==> src/rtl/cog_alu_pkg.sv <==
package cog_alu_pkg;

   localparam int OP_W = 6;

   typedef logic [OP_W-1:0] op_t;

   localparam op_t OP_MINS   = 6'b010000;
   localparam op_t OP_MAXS   = 6'b010001;
   localparam op_t OP_MIN    = 6'b010010;
   localparam op_t OP_MAX    = 6'b010011;
   localparam op_t OP_AND    = 6'b011000;
   localparam op_t OP_ANDN   = 6'b011001;
   localparam op_t OP_OR     = 6'b011010;
   localparam op_t OP_XOR    = 6'b011011;
   localparam op_t OP_ADD    = 6'b100000;
   localparam op_t OP_SUB    = 6'b100001;
   localparam op_t OP_ADDABS = 6'b100010;
   localparam op_t OP_SUBABS = 6'b100011;
   localparam op_t OP_MOV    = 6'b101000;
   localparam op_t OP_NEG    = 6'b101001;
   localparam op_t OP_ABS    = 6'b101010;
   localparam op_t OP_CMPS   = 6'b110000;
   localparam op_t OP_CMPSX  = 6'b110001;
   localparam op_t OP_ADDX   = 6'b110010;
   localparam op_t OP_SUBX   = 6'b110011;
   localparam op_t OP_ADDS   = 6'b110100;
   localparam op_t OP_SUBS   = 6'b110101;
   localparam op_t OP_ADDSX  = 6'b110110;
   localparam op_t OP_SUBSX  = 6'b110111;

   // source of the carry flag
   typedef enum logic [2:0] {
      CF_CARRY  = 3'd0,   // adder carry / borrow
      CF_OVF    = 3'd1,   // signed overflow
      CF_SLT    = 3'd2,   // signed less-than
      CF_ABSX   = 3'd3,   // magnitude add/sub, inverted for negative S
      CF_PARITY = 3'd4,   // odd parity of result
      CF_SSIGN  = 3'd5    // sign bit of S
   } cflag_sel_e;

   // source of the zero flag
   typedef enum logic [1:0] {
      ZF_RES   = 2'd0,    // result is zero
      ZF_CHAIN = 2'd1,    // old Z and result is zero
      ZF_SZERO = 2'd2     // S is zero
   } zflag_sel_e;

   // result mux select
   typedef enum logic [2:0] {
      RS_PASS   = 3'd0,
      RS_ADDER  = 3'd1,
      RS_LOGIC  = 3'd2,
      RS_LIMIT  = 3'd3,
      RS_UNARY  = 3'd4
   } res_sel_e;

   typedef struct packed {
      logic       valid;
      logic       sub;
      logic       use_cin;
      logic       abs_dir;
      res_sel_e   rsel;
      cflag_sel_e csel;
      zflag_sel_e zsel;
      logic       lim_signed;
      logic       lim_upper;
      logic [1:0] log_op;
      logic [1:0] un_op;
   } ctrl_t;

endpackage

==> src/rtl/cog_alu_decode.sv <==
module cog_alu_decode
   import cog_alu_pkg::*;
(
   input  logic [OP_W-1:0] op_i,
   output ctrl_t           ctrl_o
);

   always_comb begin
      ctrl_o            = '0;
      ctrl_o.rsel       = RS_PASS;
      ctrl_o.csel       = CF_CARRY;
      ctrl_o.zsel       = ZF_RES;
      ctrl_o.log_op     = op_i[1:0];
      ctrl_o.un_op      = op_i[1:0];
      unique case (op_i)
         OP_ADD: begin
            ctrl_o.valid = 1'b1;
            ctrl_o.rsel  = RS_ADDER;
         end
         OP_SUB: begin
            ctrl_o.valid = 1'b1;
            ctrl_o.sub   = 1'b1;
            ctrl_o.rsel  = RS_ADDER;
         end
         OP_ADDX: begin
            ctrl_o.valid   = 1'b1;
            ctrl_o.use_cin = 1'b1;
            ctrl_o.rsel    = RS_ADDER;
            ctrl_o.zsel    = ZF_CHAIN;
         end
         OP_SUBX: begin
            ctrl_o.valid   = 1'b1;
            ctrl_o.sub     = 1'b1;
            ctrl_o.use_cin = 1'b1;
            ctrl_o.rsel    = RS_ADDER;
            ctrl_o.zsel    = ZF_CHAIN;
         end
         OP_ADDS: begin
            ctrl_o.valid = 1'b1;
            ctrl_o.rsel  = RS_ADDER;
            ctrl_o.csel  = CF_OVF;
         end
         OP_SUBS: begin
            ctrl_o.valid = 1'b1;
            ctrl_o.sub   = 1'b1;
            ctrl_o.rsel  = RS_ADDER;
            ctrl_o.csel  = CF_OVF;
         end
         OP_ADDSX: begin
            ctrl_o.valid   = 1'b1;
            ctrl_o.use_cin = 1'b1;
            ctrl_o.rsel    = RS_ADDER;
            ctrl_o.csel    = CF_OVF;
            ctrl_o.zsel    = ZF_CHAIN;
         end
         OP_SUBSX: begin
            ctrl_o.valid   = 1'b1;
            ctrl_o.sub     = 1'b1;
            ctrl_o.use_cin = 1'b1;
            ctrl_o.rsel    = RS_ADDER;
            ctrl_o.csel    = CF_OVF;
            ctrl_o.zsel    = ZF_CHAIN;
         end
         OP_CMPS: begin
            ctrl_o.valid = 1'b1;
            ctrl_o.sub   = 1'b1;
            ctrl_o.rsel  = RS_ADDER;
            ctrl_o.csel  = CF_SLT;
         end
         OP_CMPSX: begin
            ctrl_o.valid   = 1'b1;
            ctrl_o.sub     = 1'b1;
            ctrl_o.use_cin = 1'b1;
            ctrl_o.rsel    = RS_ADDER;
            ctrl_o.csel    = CF_SLT;
            ctrl_o.zsel    = ZF_CHAIN;
         end
         OP_AND, OP_ANDN, OP_OR, OP_XOR: begin
            ctrl_o.valid = 1'b1;
            ctrl_o.rsel  = RS_LOGIC;
            ctrl_o.csel  = CF_PARITY;
         end
         OP_MINS, OP_MAXS: begin
            ctrl_o.valid      = 1'b1;
            ctrl_o.sub        = 1'b1;
            ctrl_o.rsel       = RS_LIMIT;
            ctrl_o.csel       = CF_SLT;
            ctrl_o.zsel       = ZF_SZERO;
            ctrl_o.lim_signed = 1'b1;
            ctrl_o.lim_upper  = (op_i == OP_MINS);
         end
         OP_MIN, OP_MAX: begin
            ctrl_o.valid     = 1'b1;
            ctrl_o.sub       = 1'b1;
            ctrl_o.rsel      = RS_LIMIT;
            ctrl_o.csel      = CF_CARRY;
            ctrl_o.zsel      = ZF_SZERO;
            ctrl_o.lim_upper = (op_i == OP_MIN);
         end
         OP_MOV, OP_NEG, OP_ABS: begin
            ctrl_o.valid = 1'b1;
            ctrl_o.rsel  = RS_UNARY;
            ctrl_o.csel  = CF_SSIGN;
         end
         OP_ADDABS: begin
            ctrl_o.valid   = 1'b1;
            ctrl_o.abs_dir = 1'b1;
            ctrl_o.rsel    = RS_ADDER;
            ctrl_o.csel    = CF_ABSX;
         end
         OP_SUBABS: begin
            ctrl_o.valid   = 1'b1;
            ctrl_o.abs_dir = 1'b1;
            ctrl_o.sub     = 1'b1;
            ctrl_o.rsel    = RS_ADDER;
            ctrl_o.csel    = CF_ABSX;
         end
         default: ctrl_o.valid = 1'b0;
      endcase
   end

endmodule

==> src/rtl/cog_alu_addsub.sv <==
module cog_alu_addsub #(
   parameter int W = 32
) (
   input  logic [W-1:0] a_i,
   input  logic [W-1:0] b_i,
   input  logic         sub_i,
   input  logic         cin_i,
   output logic [W-1:0] sum_o,
   output logic         cout_o,
   output logic         ovf_o,
   output logic         slt_o
);

   localparam int MSB = W - 1;

   logic [W:0] wide;
   logic       sign_a;
   logic       sign_b;
   logic       sign_r;

   always_comb begin
      if (sub_i) begin
         wide = {1'b0, a_i} - {1'b0, b_i} - {{W{1'b0}}, cin_i};
      end else begin
         wide = {1'b0, a_i} + {1'b0, b_i} + {{W{1'b0}}, cin_i};
      end
   end

   assign sum_o  = wide[MSB:0];
   assign cout_o = wide[W];

   assign sign_a = a_i[MSB];
   assign sign_b = b_i[MSB];
   assign sign_r = wide[MSB];

   // overflow: operand signs agree (add) or disagree (sub) and result flips
   assign ovf_o = (sub_i ? (sign_a ^ sign_b) : ~(sign_a ^ sign_b)) & (sign_r ^ sign_a);
   // true sign of the exact difference
   assign slt_o = sign_r ^ ovf_o;

endmodule

==> src/rtl/cog_alu_bitwise.sv <==
module cog_alu_bitwise #(
   parameter int W = 32
) (
   input  logic [W-1:0] a_i,
   input  logic [W-1:0] b_i,
   input  logic [1:0]   fn_i,
   output logic [W-1:0] res_o,
   output logic         parity_o
);

   always_comb begin
      unique case (fn_i)
         2'b00:   res_o = a_i & b_i;
         2'b01:   res_o = a_i & ~b_i;
         2'b10:   res_o = a_i | b_i;
         default: res_o = a_i ^ b_i;
      endcase
   end

   assign parity_o = ^res_o;

endmodule

==> src/rtl/cog_alu_unary.sv <==
module cog_alu_unary #(
   parameter int W = 32
) (
   input  logic [W-1:0] s_i,
   input  logic [1:0]   fn_i,
   output logic [W-1:0] res_o
);

   localparam int MSB = W - 1;

   logic [W-1:0] negated;

   assign negated = '0 - s_i;

   always_comb begin
      unique case (fn_i)
         2'b01:   res_o = negated;
         2'b10:   res_o = s_i[MSB] ? negated : s_i;
         default: res_o = s_i;
      endcase
   end

endmodule

==> src/rtl/cog_alu.sv <==
module cog_alu
   import cog_alu_pkg::*;
#(
   parameter int DATA_W = 32,
   parameter int IMM_W  = 9
) (
   input  logic              clk,
   input  logic              rst_n,
   input  logic [OP_W-1:0]   op_i,
   input  logic              wz_i,
   input  logic              wc_i,
   input  logic              wr_i,
   input  logic              imm_i,
   input  logic [DATA_W-1:0] d_i,
   input  logic [DATA_W-1:0] s_i,
   output logic [DATA_W-1:0] result_o,
   output logic              result_we_o,
   output logic              z_o,
   output logic              c_o
);

   localparam int MSB = DATA_W - 1;

   // elaboration-time parameter checks
   if (DATA_W < 8) begin : g_chk_data_w
      $error("cog_alu: DATA_W must be at least 8");
   end
   if (IMM_W < 1 || IMM_W > DATA_W) begin : g_chk_imm_w
      $error("cog_alu: IMM_W must lie in 1..DATA_W");
   end

   ctrl_t             ctrl;
   logic [DATA_W-1:0] s_eff;
   logic              z_q;
   logic              c_q;

   // immediate source selection
   if (IMM_W < DATA_W) begin : g_imm_ext
      assign s_eff = imm_i ? {{(DATA_W - IMM_W){1'b0}}, s_i[IMM_W-1:0]} : s_i;
   end else begin : g_imm_full
      logic unused_imm;
      assign unused_imm = imm_i;
      assign s_eff      = s_i;
   end

   cog_alu_decode u_decode (
      .op_i   (op_i),
      .ctrl_o (ctrl)
   );

   // shared adder/subtractor
   logic              sub_eff;
   logic              cin_eff;
   logic [DATA_W-1:0] add_sum;
   logic              add_cout;
   logic              add_ovf;
   logic              add_slt;

   assign sub_eff = ctrl.abs_dir ? (ctrl.sub ^ s_eff[MSB]) : ctrl.sub;
   assign cin_eff = ctrl.use_cin & c_q;

   cog_alu_addsub #(.W(DATA_W)) u_addsub (
      .a_i    (d_i),
      .b_i    (s_eff),
      .sub_i  (sub_eff),
      .cin_i  (cin_eff),
      .sum_o  (add_sum),
      .cout_o (add_cout),
      .ovf_o  (add_ovf),
      .slt_o  (add_slt)
   );

   logic [DATA_W-1:0] log_res;
   logic              log_par;

   cog_alu_bitwise #(.W(DATA_W)) u_bitwise (
      .a_i      (d_i),
      .b_i      (s_eff),
      .fn_i     (ctrl.log_op),
      .res_o    (log_res),
      .parity_o (log_par)
   );

   logic [DATA_W-1:0] un_res;

   cog_alu_unary #(.W(DATA_W)) u_unary (
      .s_i   (s_eff),
      .fn_i  (ctrl.un_op),
      .res_o (un_res)
   );

   // limit (min/max) selection from the adder's compare
   logic              lim_lt;
   logic [DATA_W-1:0] lim_res;

   assign lim_lt  = ctrl.lim_signed ? add_slt : add_cout;
   assign lim_res = ctrl.lim_upper ? (lim_lt ? s_eff : d_i)
                                   : (lim_lt ? d_i : s_eff);

   always_comb begin
      unique case (ctrl.rsel)
         RS_ADDER: result_o = add_sum;
         RS_LOGIC: result_o = log_res;
         RS_LIMIT: result_o = lim_res;
         RS_UNARY: result_o = un_res;
         default:  result_o = d_i;
      endcase
   end

   assign result_we_o = wr_i & ctrl.valid;

   // next flag values
   logic res_zero;
   logic z_calc;
   logic c_calc;

   assign res_zero = (result_o == '0);

   always_comb begin
      unique case (ctrl.zsel)
         ZF_CHAIN: z_calc = z_q & res_zero;
         ZF_SZERO: z_calc = (s_eff == '0);
         default:  z_calc = res_zero;
      endcase
   end

   always_comb begin
      unique case (ctrl.csel)
         CF_OVF:    c_calc = add_ovf;
         CF_SLT:    c_calc = add_slt;
         CF_ABSX:   c_calc = add_cout ^ s_eff[MSB];
         CF_PARITY: c_calc = log_par;
         CF_SSIGN:  c_calc = s_eff[MSB];
         default:   c_calc = add_cout;
      endcase
   end

   always_ff @(posedge clk or negedge rst_n) begin
      if (!rst_n) begin
         z_q <= 1'b0;
         c_q <= 1'b0;
      end else if (ctrl.valid) begin
         if (wz_i) z_q <= z_calc;
         if (wc_i) c_q <= c_calc;
      end
   end

   assign z_o = z_q;
   assign c_o = c_q;

   // flag and result checks
   AST_Z_HOLD: assert property (@(posedge clk) disable iff (!rst_n)
      !wz_i |=> $stable(z_o));
   AST_C_HOLD: assert property (@(posedge clk) disable iff (!rst_n)
      !wc_i |=> $stable(c_o));
   AST_CMP_EQUAL: assert property (@(posedge clk) disable iff (!rst_n)
      (wz_i && op_i == OP_SUB) |=> (z_o == ($past(d_i) == $past(s_eff))));
   AST_CHAIN_STICKY: assert property (@(posedge clk) disable iff (!rst_n)
      (wz_i && ctrl.valid && ctrl.zsel == ZF_CHAIN && !z_o) |=> !z_o);
   AST_LIMIT_SZERO: assert property (@(posedge clk) disable iff (!rst_n)
      (wz_i && ctrl.valid && ctrl.zsel == ZF_SZERO) |=> (z_o == ($past(s_eff) == '0)));
   AST_MOVE_SIGN: assert property (@(posedge clk) disable iff (!rst_n)
      (wc_i && op_i == OP_MOV) |=> (c_o == $past(s_eff[MSB])));

endmodule

==> config.mk <==
export PLATFORM = sky130hd
export DESIGN_NAME = cog_alu
export DESIGN_NICKNAME = d
export VERILOG_FILES = /design/src/rtl/cog_alu_pkg.sv /design/src/rtl/cog_alu_decode.sv /design/src/rtl/cog_alu_addsub.sv /design/src/rtl/cog_alu_bitwise.sv /design/src/rtl/cog_alu_unary.sv /design/src/rtl/cog_alu.sv
export SDC_FILE = /design/constraint.sdc
export NUM_CORES = 1
export LEC_CHECK = 0
export BUFFER_PORTS_ARGS = -buffer_cell sky130_fd_sc_hd__buf_2
export CORE_ASPECT_RATIO = 1.2
export CORE_MARGIN = 2
export CORE_UTILIZATION = 40
export DETAILED_ROUTE_END_ITERATION = 12
export HOLD_SLACK_MARGIN = 0.12
export MAX_ROUTING_LAYER = met4
export PLACE_DENSITY_LB_ADDON = 0.08
export SETUP_SLACK_MARGIN = 0.3
export SYNTH_ARGS = -nofsm -noshare
export SYNTH_HDL_FRONTEND = slang
export SYNTH_SLANG_ARGS = --single-unit
==> constraint.sdc <==
create_clock -name clk -period 13.6 [get_ports clk]
set_clock_uncertainty 0.2 [all_clocks]
set_input_delay 2.72 -clock clk [delete_from_list [all_inputs] [get_ports clk]]
set_output_delay 2.72 -clock clk [all_outputs]
set_load 0.01 [all_outputs]
== Word-level counts from Yosys, hierarchy flattened ==
Cells that the tools add are included.
Widths: inputs -> output; s select.
Storage, ports and cells
  bits of input ports: 76
  logic and storage cells: 99
  bits in registers: 2
Operators by class
  add/subtract/negate cells: 5
  equality and inequality tests: 36
  mux-type cells: 23
  bitwise logic cells: 15
  reductions and logical operators: 18
Operators by type and width (count)
  $mux 32: 5
  $pmux 32 s4: 1
  $pmux 32 s3: 1
  $eq 6x6->1 const B: 15
  $and 32x32->32: 2
  $logic_not 32->1: 2
  $pmux 32 s2: 1
  $eq 6x5->1 const B: 8
  $add 32x32->33: 1
  $add 33x1->33: 1
  $mux 33: 1
  $sub 32x32->33: 1
  $sub 33x1->33: 1
  $not 32->32: 1
  $or 32x32->32: 1
  $reduce_xor 32->1: 1
  $sub 1x32->32 const A: 1
  $xor 32x32->32: 1
  $reduce_or 23->1: 1
  $reduce_or 4->1: 4
  $pmux 3 s5: 1
  $eq 3x2->1 const B: 4
  $pmux 3 s4: 1
  $reduce_or 12->1: 1
  17 further kinds: 40

== Longest topological paths before layout ==
  depth in word-level cells: 16
  gate-level depth with buffers: 30
  mapped depth without buffers: 26

== Modules after synthesis ==
Synthesis repeated with hierarchy kept, for this count alone.
Second synthesis, totals
  cell total of the unflattened synthesis: 1445
  area total of the unflattened synthesis: 9770.6 µm²
By module, submodules not included
  cog_alu_addsub: cells each 619, times used 1, area an instance 4280.4 µm²
  cog_alu_bitwise: cells each 295, times used 1, area an instance 2184.6 µm²
  cog_alu: cells each 308, times used 1, area an instance 2018.2 µm²
  cog_alu_unary: cells each 181, times used 1, area an instance 1033.5 µm²
  cog_alu_decode: cells each 42, times used 1, area an instance 254.0 µm²

== Worst setup path after synthesis ==
No wires, ideal clock.
  kind: input to output
  from: input op_i[1]
  to: output result_o[30]
  arrival: 7.428 ns
  slack: 3.252 ns
  stages: 26
  buffers on the path: 2
  required time: 10.680 ns
  cell sequence: inv_1 > ha_1 > buf_2 > inv_1 > clkbuf_1 > o21ai_0 > and3_1 > nand2_1 > inv_1 > fa_1 > inv_1 > ha_1 > nor2_1 > fa_1 > nor3b_1 > nor3_1 > or2_2 > a2111oi_0 > a21boi_0 > a21o_1 > a21oi_1 > o21ai_0 > xnor2_1 > a221o_1 > o21ai_0 > a2bb2oi_1
Between the ends
  longest elaborated chain between the ends: 13
  elaborated cells on any way between the ends: 62
Ends and longest elaborated chain
  from (decl): RTL line cog_alu.sv:9  | input logic [OP_W-1:0] op_i,
  $eq 6x6->1 (tied with other cells): RTL line cog_alu_decode.sv:15  | unique case (op_i)
  $reduce_or 5->1 (no source line) / $reduce_or 11->1 (equally long branches)
  $mux 1: RTL line cog_alu_decode.sv:15
  $and 1x1->1 / $xor 1x1->1 (equally long branches): RTL line cog_alu.sv:60, cog_alu.sv:59
  $add 33x1->33 (tied with other cells): RTL line cog_alu_addsub.sv:25  | wide = {1'b0, a_i} + {1'b0, b_i} + {{W{1'b0}}, cin_i};
  $mux 33: RTL line cog_alu_addsub.sv:22  | if (sub_i) begin
  $xor 1x1->1: RTL line cog_alu_addsub.sv:37  | assign ovf_o = (sub_i ? (sign_a ^ sign_b) : ~(sign_a ^ sign_b)) & (sign_r ^ sign_a);
  $and 1x1->1: RTL line cog_alu_addsub.sv:37
  $xor 1x1->1: RTL line cog_alu_addsub.sv:39  | assign slt_o = sign_r ^ ovf_o;
  $mux 1: RTL line cog_alu.sv:96  | assign lim_lt = ctrl.lim_signed ? add_slt : add_cout;
  $mux 32 (on tied branches): RTL line cog_alu.sv:98, cog_alu.sv:97
  $mux 32: RTL line cog_alu.sv:97  | assign lim_res = ctrl.lim_upper ? (lim_lt ? s_eff : d_i)
  $pmux 32 s4 (*): RTL line cog_alu.sv:101  | unique case (ctrl.rsel)
  to (decl): RTL line cog_alu.sv:16  | output logic [DATA_W-1:0] result_o,
Mark *: on every way between the ends. The rest lies on a longest branch, timed or not.

== Final worst setup path ==
  from: input op_i[0]
  to: output result_o[30]
The elaborated chain is that of the path after synthesis.

==> summary.txt <==
Run status
  – Outcome: complete, no violations

Layout
  – Final Cell Area: slightly above 10000 sq um
  – Nets: between 1.5k and 2k
  – Commonest non-fill, non-tap cell in the layout: inv_1
  – Fraction of layout cells with a size suffix above 1: ~11%
  – Area growth syn-to-layout: 9.12%
  – Antenna fix cells: 0
  – Most frequent cells in the layout: inv_1, a21oi_1, ha_1, nand2_1, buf_2

Placement
  – # port buffers: between 100 and 150
  – Placement Cell Area: a little over 10000 sq um
  – Final HPWL DP: roughly 36 mm
  – GPL Wtd Cong: about 1.0
  – Pre-CTS setup slack: roughly 2 ns

STA
  – Final min period: between 10 and 15 ns
  – Slew @ Worst Pin: between 0.9 and 1 ns
  – Slew Limit Fails: 0
  – Sum Neg Setup Slack: 0 ns
  – # setup viols final: 0
  – RSZ-0062 raised after global routing: no
  – Final Cycle Share: between 80% and 90%
  – Final worst slack: around 1.7 ns
  – Count of final hold-check violations: 0
  – Worst slew margin: between 30% and 40%
  – Max Freq: between 0.08 and 0.09 GHz
  – Fin Hold WS: ~0.35 ns

Critical path
  – CP endpoint kind: primary output
  – FF-to-FF End: z_o
  – Crit path from: op_i[0]
  – Reg2Reg Depth: 21
  – Setup Crit Path Kind: in2out
  – Worst R2R Setup Slack: 6.55 ns
  – CP startpoint kind: input port
  – Crit path capture: result_o[30]
  – Arrival time worst endpoint: 8.94 ns
  – Reg-to-reg startpoint: c_o
  – Critical path fanouts, max: 27
  – Worst EP required: about 11 ns

Die
  – Row count: 61
  – Initial Utilization: 40.6%
  – DIE AREA: approximately 25000 sq um
  – IO Pins: 111
  – Die height: around 170 microns
  – Core Area: about 23000 sq um
  – Die X: around 140 microns

Pwr
  – Power Density: ~63 nW/um^2
  – LEAKAGE: around 4.6 nW
  – Peak supply drop: approximately 0.04 mV

Global route
  – Antenna violations before repair: 0
  – GRT Max-Usage Layer: met2
  – All-Layer GR Usage: between 30% and 40%
  – GR Layer Usage met3: between 3 and 4%
  – First-pass GRT wire length: slightly below 70 mm
  – Met2 Use GR: approximately three fifths
  – Met1 usage: between 40 and 50%
  – Global route overflow: 0
  – Largest net degree at the start of global routing: 39
  – Vias in the first global route: between 10k and 15k

Drt
  – ANT nets after route: 0
  – Drt initial violations: 1553
  – Drt drc: 0
  – Via count: roughly 12k
  – Aggregate routed wire length: approximately 47 mm
  – Drt first pass iters: 6
  – Avg WL per Cell: around 26 microns
  – Vias per cell: 6.59

Synth
  – Synth Cell Area: 9430 sq um
  – Sequential share of the synthesized area: less than 1%
  – Post-synth EDFFs: 0
  – Post-Syn Instances: ~1.5k
  – Ys Warns: 0
  – Flip-flop and latch count after synthesis: 2
  – Synth cell types: 84
  – Synth async-reset ratio: 100%
  – Avg Inst Size Synth: 6.47 sq um
  – Mapped Nets: around 1.7k
  – Ys flop type: dfrtp_1

Clocking
  – CTS tree: yes
  – Hold Buf Count CTS: 0
  – TritonCTS buffer count: 3
  – Clock Latency Late Sink: approximately 0.22 ns
  – Post-cts sizing count: 0
  – Htree depth: 1
  – Clk sinks: 2
  – Clock Root Buffer: clkbuf_16
  – Clk buf depth: 2
  – Post-CTS setup buffer count: 0
  – Clk pin slew, worst setup/hold paths: around 0.03 ns

Min path
  – Hold Path Class: reg2reg

Job
  – Max Cap Viol: 0
area by class of cell:
class / instances / area (sq um)
Timing Repair Buffer: 130 / 701
Inverter: 167 / 627
Tap cell: 315 / 394
Multi-Input combinational cell: 1202 / 8440
Clock buffer: 3 / 75.1
Fill cell: 2578 / 12900
Sequential cell: 2 / 50.0
kinds of logic (layout without fill, tap and decap cells):
family	count (synthesis)	count (layout)	synth area share (%)
compound gates	555	555	38.8
xor+xnor	81	81	7.67
flops	2	2	0.531
mux	19	19	2.02
buf+inv	254	300	10.4
fa+ha+maj	139	139	18.8
simple gates	408	408	21.8
critical path: stages:
cell	delay (ns)
buf_2	0.12
inv_1	0.06
ha_1	0.19
buf_4	0.27
nor2_1	0.25
o21ai_0	0.11
and3_1	0.21
nand2_1	0.12
inv_1	0.06
fa_1	0.50
inv_1	0.06
ha_1	0.19
nor2_1	0.12
fa_1	0.23
nor3b_1	0.46
nor3_1	0.16
or2_2	0.35
a2111oi_0	0.73
a21boi_0	0.31
a21o_1	0.25
a21oi_1	0.31
o21ai_0	0.18
xnor2_1	0.16
a221o_1	0.36
o21ai_0	0.18
a2bb2oi_1	0.11
buf_2	0.15
flip-flops by register name, summed over array words and instances (netlist names):
| signal | count |
|---|---|
| c_o | 1 |
| z_o | 1 |
where the power goes:
part / switching [mW] / total, mW / internal, mW
clock: 0.00634 / 0.0437 / 0.0374
sequential: 0.000941 / 0.00798 / 0.00704
combinational: 0.384 / 0.596 / 0.213
cells in the mapped netlist (all sizes together) (8+ instances only):
cell | number | area (sq um)
nor2b | 12 | 75.1
mux2i | 19 | 190
nor2 | 94 | 353
inv | 165 | 619
o31ai | 20 | 150
nor4 | 11 | 68.8
nand2b | 15 | 93.8
xnor2 | 62 | 543
clkbuf | 68 | 255
a21o | 26 | 195
ha | 135 | 1690
o21bai | 12 | 90.1
or4 | 13 | 101
nand3 | 42 | 210
o21a | 18 | 135
a21oi | 153 | 769
a211oi | 17 | 128
a221oi | 33 | 289
nor3 | 35 | 175
nand4 | 15 | 93.8
a2bb2oi | 13 | 114
nand2 | 115 | 442
xor2 | 18 | 158
o211ai | 13 | 97.6
buf | 19 | 96.3
o21ai | 115 | 579
o221ai | 22 | 193
a31oi | 30 | 188
a211o | 8 | 70.1
o22ai | 10 | 62.6
or3 | 11 | 73.8
and3 | 11 | 73.8
through the flow:
step / std cells / power [mW] / utilization (%)
final: 1819 / 0.648 / 44.3
after detailed placement: 1816 / 0.583 / 44.0
after global placement: 1816 / 0.585 / 44.0
after CTS: 1819 / 0.631 / 44.3
after floorplan: 1458 / 0.398 / -
after global routing: 1819 / 0.686 / 44.3
worst min-delay path by stage:
stage	start	endpoint	slack, ns	cells past startpoint
6_report	z_o	z_o	0.35	2
5_1_grt	z_o	z_o	0.40	2
4_1_cts	z_o	z_o	0.36	2
3_5_place_dp	z_o	z_o	0.35	2
3_3_place_gp	z_o	z_o	0.37	2
2_1_floorplan	z_o	z_o	0.35	2
layer usage:
layer | share of wire (%) | wire (microns)
met5 | 0 | 0
met4 | 6.7 | 3130
met3 | 8.8 | 4110
met1 | 40 | 18600
met2 | 45 | 21000
No activity file was read; power rests on OpenSTA's default activity.
